`src/rtl/cal_pkg.sv`:
```
package cal_pkg;

    localparam int CODE_W = 8;
    localparam int FIT_W  = CODE_W + 2;

    typedef enum logic [1:0] {
        ST_IDLE,
        ST_PT1,
        ST_PT2,
        ST_UPD
    } cal_state_e;

    typedef struct packed {
        logic signed [FIT_W-1:0] offset;
        logic signed [FIT_W-1:0] gain;
    } lin_fit_t;

    // Linear model from the one-period code (c1) and the two-period code (c2)
    function automatic lin_fit_t fit_two_point(input logic [CODE_W-1:0] c1,
                                               input logic [CODE_W-1:0] c2);
        lin_fit_t f;
        logic signed [FIT_W-1:0] a;
        logic signed [FIT_W-1:0] b;
        a = signed'({2'b00, c1});
        b = signed'({2'b00, c2});
        f.gain   = b - a;
        f.offset = (a <<< 1) - b;
        return f;
    endfunction

endpackage

```
`src/rtl/cal_sync.sv`:
```
module cal_sync #(
    parameter int STAGES = 2
) (
    input  logic clk,
    input  logic rst,
    input  logic d,
    output logic q
);
    logic [STAGES-1:0] chain;

    always_ff @(posedge clk) begin
        if (rst) chain <= '0;
        else     chain <= {chain[STAGES-2:0], d};
    end

    assign q = chain[STAGES-1];
endmodule

```
`src/rtl/cal_sar.sv`:
```
module cal_sar #(
    parameter int CODE_W = 8,
    parameter int WAIT   = 6
) (
    input  logic              clk,
    input  logic              rst,
    input  logic              start,
    input  logic              flag,
    output logic [CODE_W-1:0] code,
    output logic              fin,
    output logic [CODE_W-1:0] res
);
    localparam int CNT_W = $clog2(WAIT + 1);
    localparam int BIT_W = (CODE_W > 1) ? $clog2(CODE_W) : 1;

    logic [CNT_W-1:0]  cnt;
    logic [BIT_W-1:0]  bitpos;
    logic              active;
    logic [CODE_W-1:0] mask;
    logic              sample;

    assign mask   = CODE_W'(1) << bitpos;
    assign sample = active && (cnt == CNT_W'(WAIT - 1));
    assign res    = flag ? code : (code & ~mask);
    assign fin    = sample && (bitpos == '0);

    always_ff @(posedge clk) begin
        if (rst) begin
            code   <= '0;
            cnt    <= '0;
            bitpos <= '0;
            active <= 1'b0;
        end else if (start) begin
            code   <= CODE_W'(1) << (CODE_W - 1);
            bitpos <= BIT_W'(CODE_W - 1);
            cnt    <= '0;
            active <= 1'b1;
        end else if (sample) begin
            cnt <= '0;
            if (bitpos == '0) begin
                code   <= res;
                active <= 1'b0;
            end else begin
                code   <= res | (mask >> 1);
                bitpos <= bitpos - BIT_W'(1);
            end
        end else if (active) begin
            cnt <= cnt + CNT_W'(1);
        end
    end


    sar_first_trial_chk: assert property (@(posedge clk) disable iff (rst)
        start |=> code == (CODE_W'(1) << (CODE_W - 1)));

    sar_settle_hold_chk: assert property (@(posedge clk) disable iff (rst)
        (active && !sample && !start) |=> $stable(code));
endmodule

```
`src/rtl/cal_avg.sv`:
```
module cal_avg #(
    parameter int W = 10,
    parameter int K = 3
) (
    input  logic                clk,
    input  logic                rst,
    input  logic                load,
    input  logic                upd,
    input  logic signed [W-1:0] sample,
    output logic signed [W-1:0] avg
);
    logic signed [W:0]   diff;
    logic signed [W:0]   step;
    logic signed [W-1:0] nxt;

    always_comb begin
        diff = {sample[W-1], sample} - {avg[W-1], avg};
        step = diff >>> K;
        nxt  = avg + step[W-1:0];
    end

    always_ff @(posedge clk) begin
        if (rst)       avg <= '0;
        else if (load) avg <= sample;
        else if (upd)  avg <= nxt;
    end


    avg_hold_chk: assert property (@(posedge clk) disable iff (rst)
        (!load && !upd) |=> $stable(avg));

    avg_first_load_chk: assert property (@(posedge clk) disable iff (rst)
        load |=> avg == $past(sample));
endmodule

```
`src/rtl/delay_cal_ctrl.sv`:
```
module delay_cal_ctrl
    import cal_pkg::*;
#(
    parameter int SETTLE      = 4,
    parameter int SYNC_STAGES = 2,
    parameter int AVG_K       = 3
) (
    input  logic                    clk,
    input  logic                    rst,
    input  logic                    pps,
    input  logic                    late_async,
    output logic [CODE_W-1:0]       dac_code,
    output logic                    tgt_two,
    output logic                    busy,
    output logic                    cal_done,
    output logic                    cal_valid,
    output logic signed [FIT_W-1:0] offset_avg,
    output logic signed [FIT_W-1:0] gain_avg
);
    localparam int WAIT   = SETTLE + SYNC_STAGES;
    localparam int N_COEF = 2;

    cal_state_e        state;
    logic [CODE_W-1:0] code1, code2;
    logic              flag_s;
    logic              sar_start, sar_fin;
    logic [CODE_W-1:0] sar_res;
    lin_fit_t          fit;
    logic              avg_load, avg_upd;
    logic signed [FIT_W-1:0] coef_in  [N_COEF];
    logic signed [FIT_W-1:0] coef_out [N_COEF];

    cal_sync #(.STAGES(SYNC_STAGES)) u_sync (
        .clk(clk), .rst(rst), .d(late_async), .q(flag_s)
    );

    assign sar_start = ((state == ST_IDLE) && pps) || ((state == ST_PT1) && sar_fin);

    cal_sar #(.CODE_W(CODE_W), .WAIT(WAIT)) u_sar (
        .clk(clk), .rst(rst), .start(sar_start), .flag(flag_s),
        .code(dac_code), .fin(sar_fin), .res(sar_res)
    );

    always_ff @(posedge clk) begin
        if (rst) begin
            state     <= ST_IDLE;
            code1     <= '0;
            code2     <= '0;
            cal_done  <= 1'b0;
            cal_valid <= 1'b0;
        end else begin
            cal_done <= 1'b0;
            unique case (state)
                ST_IDLE: if (pps) state <= ST_PT1;
                ST_PT1: if (sar_fin) begin
                    code1 <= sar_res;
                    state <= ST_PT2;
                end
                ST_PT2: if (sar_fin) begin
                    code2 <= sar_res;
                    state <= ST_UPD;
                end
                ST_UPD: begin
                    cal_done  <= 1'b1;
                    cal_valid <= 1'b1;
                    state     <= ST_IDLE;
                end
                default: state <= ST_IDLE;
            endcase
        end
    end

    assign fit        = fit_two_point(code1, code2);
    assign avg_load   = (state == ST_UPD) && !cal_valid;
    assign avg_upd    = (state == ST_UPD) && cal_valid;
    assign coef_in[0] = fit.offset;
    assign coef_in[1] = fit.gain;

    for (genvar i = 0; i < N_COEF; i++) begin : g_avg
        cal_avg #(.W(FIT_W), .K(AVG_K)) u_avg (
            .clk(clk), .rst(rst), .load(avg_load), .upd(avg_upd),
            .sample(coef_in[i]), .avg(coef_out[i])
        );
    end

    assign offset_avg = coef_out[0];
    assign gain_avg   = coef_out[1];
    assign busy       = (state != ST_IDLE);
    assign tgt_two    = (state == ST_PT2) || (state == ST_UPD);


    pps_ignored_chk: assert property (@(posedge clk) disable iff (rst)
        (state == ST_PT1) |=> (state == ST_PT1 || state == ST_PT2));

    done_pulse_chk: assert property (@(posedge clk) disable iff (rst)
        cal_done |=> !cal_done);

    done_valid_chk: assert property (@(posedge clk) disable iff (rst)
        cal_done |-> (cal_valid && !busy));

    second_point_chk: assert property (@(posedge clk) disable iff (rst)
        $rose(tgt_two) |-> dac_code == (CODE_W'(1) << (CODE_W - 1)));
endmodule

```
`config.mk`:
```
export PLATFORM = sky130hd
export DESIGN_NAME = delay_cal_ctrl
export DESIGN_NICKNAME = d
export VERILOG_FILES = /design/src/rtl/cal_pkg.sv /design/src/rtl/cal_sync.sv /design/src/rtl/cal_sar.sv /design/src/rtl/cal_avg.sv /design/src/rtl/delay_cal_ctrl.sv
export SDC_FILE = /design/constraint.sdc
export NUM_CORES = 1
export LEC_CHECK = 0
export ABC_AREA = 1
export BUFFER_PORTS_ARGS = -buffer_cell sky130_fd_sc_hd__buf_2
export CORE_MARGIN = 5
export CORE_UTILIZATION = 60
export CTS_CLUSTER_DIAMETER = 40
export CTS_CLUSTER_SIZE = 20
export DETAILED_ROUTE_END_ITERATION = 16
export GPL_ROUTABILITY_DRIVEN = 0
export PLACE_DENSITY_LB_ADDON = 0.12
export SLEW_MARGIN = 40
export SYNTH_ARGS = -nofsm -noshare
export SYNTH_HDL_FRONTEND = slang
export SYNTH_SLANG_ARGS = --single-unit
```
`constraint.sdc`:
```
create_clock -name clk -period 4.4 [get_ports clk]
set_input_delay 0.88 -clock clk [delete_from_list [all_inputs] [get_ports clk]]
set_output_delay 0.88 -clock clk [all_outputs]
set_load 0.05 [all_outputs]
```
==> impl_metrics.json <==
{
  "status": "finished, final reports clean",
  "vias": 4667,
  "diodes": 0,
  "synth_nets": 797,
  "setup_tns_ns": 0,
  "power_density_nw_per_um2": 246,
  "cts_buffers": 9,
  "initial_core_util": 0.612,
  "numPortBuffers": 35,
  "yosys.area.top_type": "dfxtp_1",
  "synthCells": 726,
  "postPlaceCellArea_um2": 5220,
  "place_hpwl_mm": 9.36,
  "stdcell_count": 868,
  "timing.slew.headroom": 0.519,
  "rows": 33,
  "antenna_left": 0,
  "vias_per_cell": 5.38,
  "drive_above_1_share": 0.143,
  "required_ns": 4.67,
  "synth_compound_gate_area_share": 0.179,
  "drt-met1-wl_mm": 5.59,
  "die_w_um": 101,
  "topRoutingLayerUsed": "met4",
  "fmax_ghz": 0.243,
  "synth_common_cells": "nand2_1, inv_1, a21oi_1",
  "grt_util_all_layers": 0.247,
  "setup_ws_ns": 0.279,
  "die_area_um2": 10200,
  "grt_max_degree": 33,
  "ioPinCount": 36,
  "power_leakage_nw": 2.96,
  "hp-class": "flip-flop to flip-flop",
  "synth-simple-area-share": 0.244,
  "synth_xor_area_frac": 0.0520,
  "nets": 829,
  "synth_top_family_by_area": "simple AND/OR/NAND/NOR gates",
  "core_um2": 8130,
  "drc": 0,
  "critPathLaunch": "code2[0]",
  "synth_seq_cells": 57,
  "insertion_delay_ns": 0.34,
  "grt_overflow_total": 0,
  "numClockSinks": 57,
  "start_kind": "flip-flop",
  "cts_htree_levels": 3,
  "ir_drop_v": 0.000211,
  "final-max-slew-violation-count": 0,
  "hold_violations": 0,
  "synth-main-ff-cell": "dfxtp_1",
  "drt_iter0_drc": 222,
  "setup_viol": 0,
  "clkSlewWorstSetupHoldPaths_ns": 0.07,
  "root_buffer": "clkbuf_8",
  "dr_wl_met3_um": 541,
  "syn_area_per_cell_um2": 6.86,
  "finalPower_mw": 1.33,
  "yosys.area.top_type_share": 0.229,
  "met2_length_mm": 5.55,
  "drv_cap": 0,
  "cts_tree": "done",
  "synth_adder_area_share": 0.174,
  "arrival_ns": 4.39,
  "postCtsHoldBufs": 0,
  "yosysMostFrequentCell": "nand2_1",
  "areaGrowthSynthToFinish_pct": 8.89,
  "avgRoutedWirePerCell_um": 13.7,
  "tightest_slew_ns": 0.721,
  "yosys_warnings": 0,
  "cp_slowest_cell": "fa_1",
  "firstDrtPassIters": 5,
  "async_flop_share": 0,
  "crit_fanout": 5,
  "place_ws_ns": 0.370,
  "min_from": "u_sync.chain[0]",
  "wirelength_mm": 11.9,
  "grt_pass1_vias": 4539,
  "synthTopCellsByArea": "dfxtp_1, ha_1, nand2_1",
  "dp.cells": 852,
  "cp-end-kind": "flip-flop",
  "fin_crit_sh": 0.936,
  "antenna_found_initial": 0,
  "synth.cell_area_um2": 4980,
  "min_period_ns": 4.12,
  "yosysUniqueCellTypes": 42,
  "clock_skew_ns": 0.0101,
  "design_area_um2": 5420,
  "grt_first_pass_wirelength_mm": 20.5,
  "muxShareOfSynthArea": 0,
  "cts_buffer_depth": 2,
  "die_h_um": 101,
  "r2r_start": "code2[0]",
  "path_class": "flip-flop to flip-flop",
  "slowest_delay_ns": 0.40,
  "synth_edf_count": 0,
  "synth-seq-area-share": 0.229
}
-- worst paths after layout --
| check | to | slack [ns] | depth (start not counted) |
|---|---|---|---|
| setup / recovery | g_avg[1].u_avg.avg[9] | 0.28 | 28 |
| hold / removal | u_sync.chain[1] | 0.41 | 2 |
| setup reg to reg | g_avg[1].u_avg.avg[9] | 0.28 | 28 |
| hold reg to reg | u_sync.chain[1] | 0.41 | 2 |
-- logic make-up (layout without fill, tap and decap cells) --
group | Yosys count | count (layout)
flops | 57 | 57
simple gates | 260 | 260
fa+ha+maj | 67 | 67
buf+inv | 157 | 194
compound gates | 158 | 158
xor+xnor | 27 | 27
-- state kept, by name, indices dropped and copies added, names as in the netlist, 2 cells and up --
| signal | cells |
|---|---|
| state | 2 |
| u_sync.chain | 2 |
| g_avg.u_avg.avg | 20 |
| u_sar.code | 8 |
| u_sar.cnt | 3 |
| code1 | 8 |
| u_sar.bitpos | 3 |
| code2 | 8 |
-- where the power goes --
part	switching, mW	internal, mW
sequential	0.0310	0.541
combinational	0.194	0.0680
clock	0.235	0.263
-- routing by layer --
| metal | vias to the layer above | GRT usage |
|---|---|---|
| li1 | 2420 | - |
| met2 | 118 | 0.421 |
| met4 | 0 | 0.0818 |
| met5 | - | 0 |
| met1 | 2109 | 0.322 |
| met3 | 20 | 0.0311 |
-- critical path: cells and delay by family (launching register included) --
family                   cells  cell delay [ns]
AO/OA/AOI/OAI                4             0.65
XOR/XNOR                     2             0.34
adder cells (fa/ha/maj)      4             1.21
buffers and inverters        5             0.33
flip-flops                   1             0.35
AND/OR/NAND/NOR             13             1.16
-- per-stage QoR --
stage	util	hold slack, ns
after CTS	0.666	0.409
after detailed placement	0.642	0.398
final	0.667	0.406
after global placement	0.642	0.391
after floorplan	-	0.388
after global routing	0.667	0.426
-- area by class of cell --
class / instances / area (um^2)
clock buffer: 10 / 128
tap: 105 / 131
timing repair buffer: 36 / 183
fill: 731 / 2710
inverter: 142 / 533
sequential: 57 / 1140
clock inverter: 6 / 68.8
multi-input combinational: 512 / 3240
-- cell usage in the layout (no fill, tap or decap), types with 11 or more instances in the layout --
master   Yosys  routed
ha_1        63      63
nand2_1    151     151
nand3_1     28      28
dfxtp_1     57      57
inv_1      136     135
a21oi_1     66      66
o21ai_0     50      50
nor2_1      28      28
xnor2_1     12      11
buf_2        8      35
xor2_1      12      12
nand2_2     13      13
-- what timing repair did --
item,in CTS,in global routing
setup endpoints to repair,0,1
resized for setup,0,1
setup buffers,0,0
endpoints found under the hold margin,0,0
(Power assumes the default switching activity.)
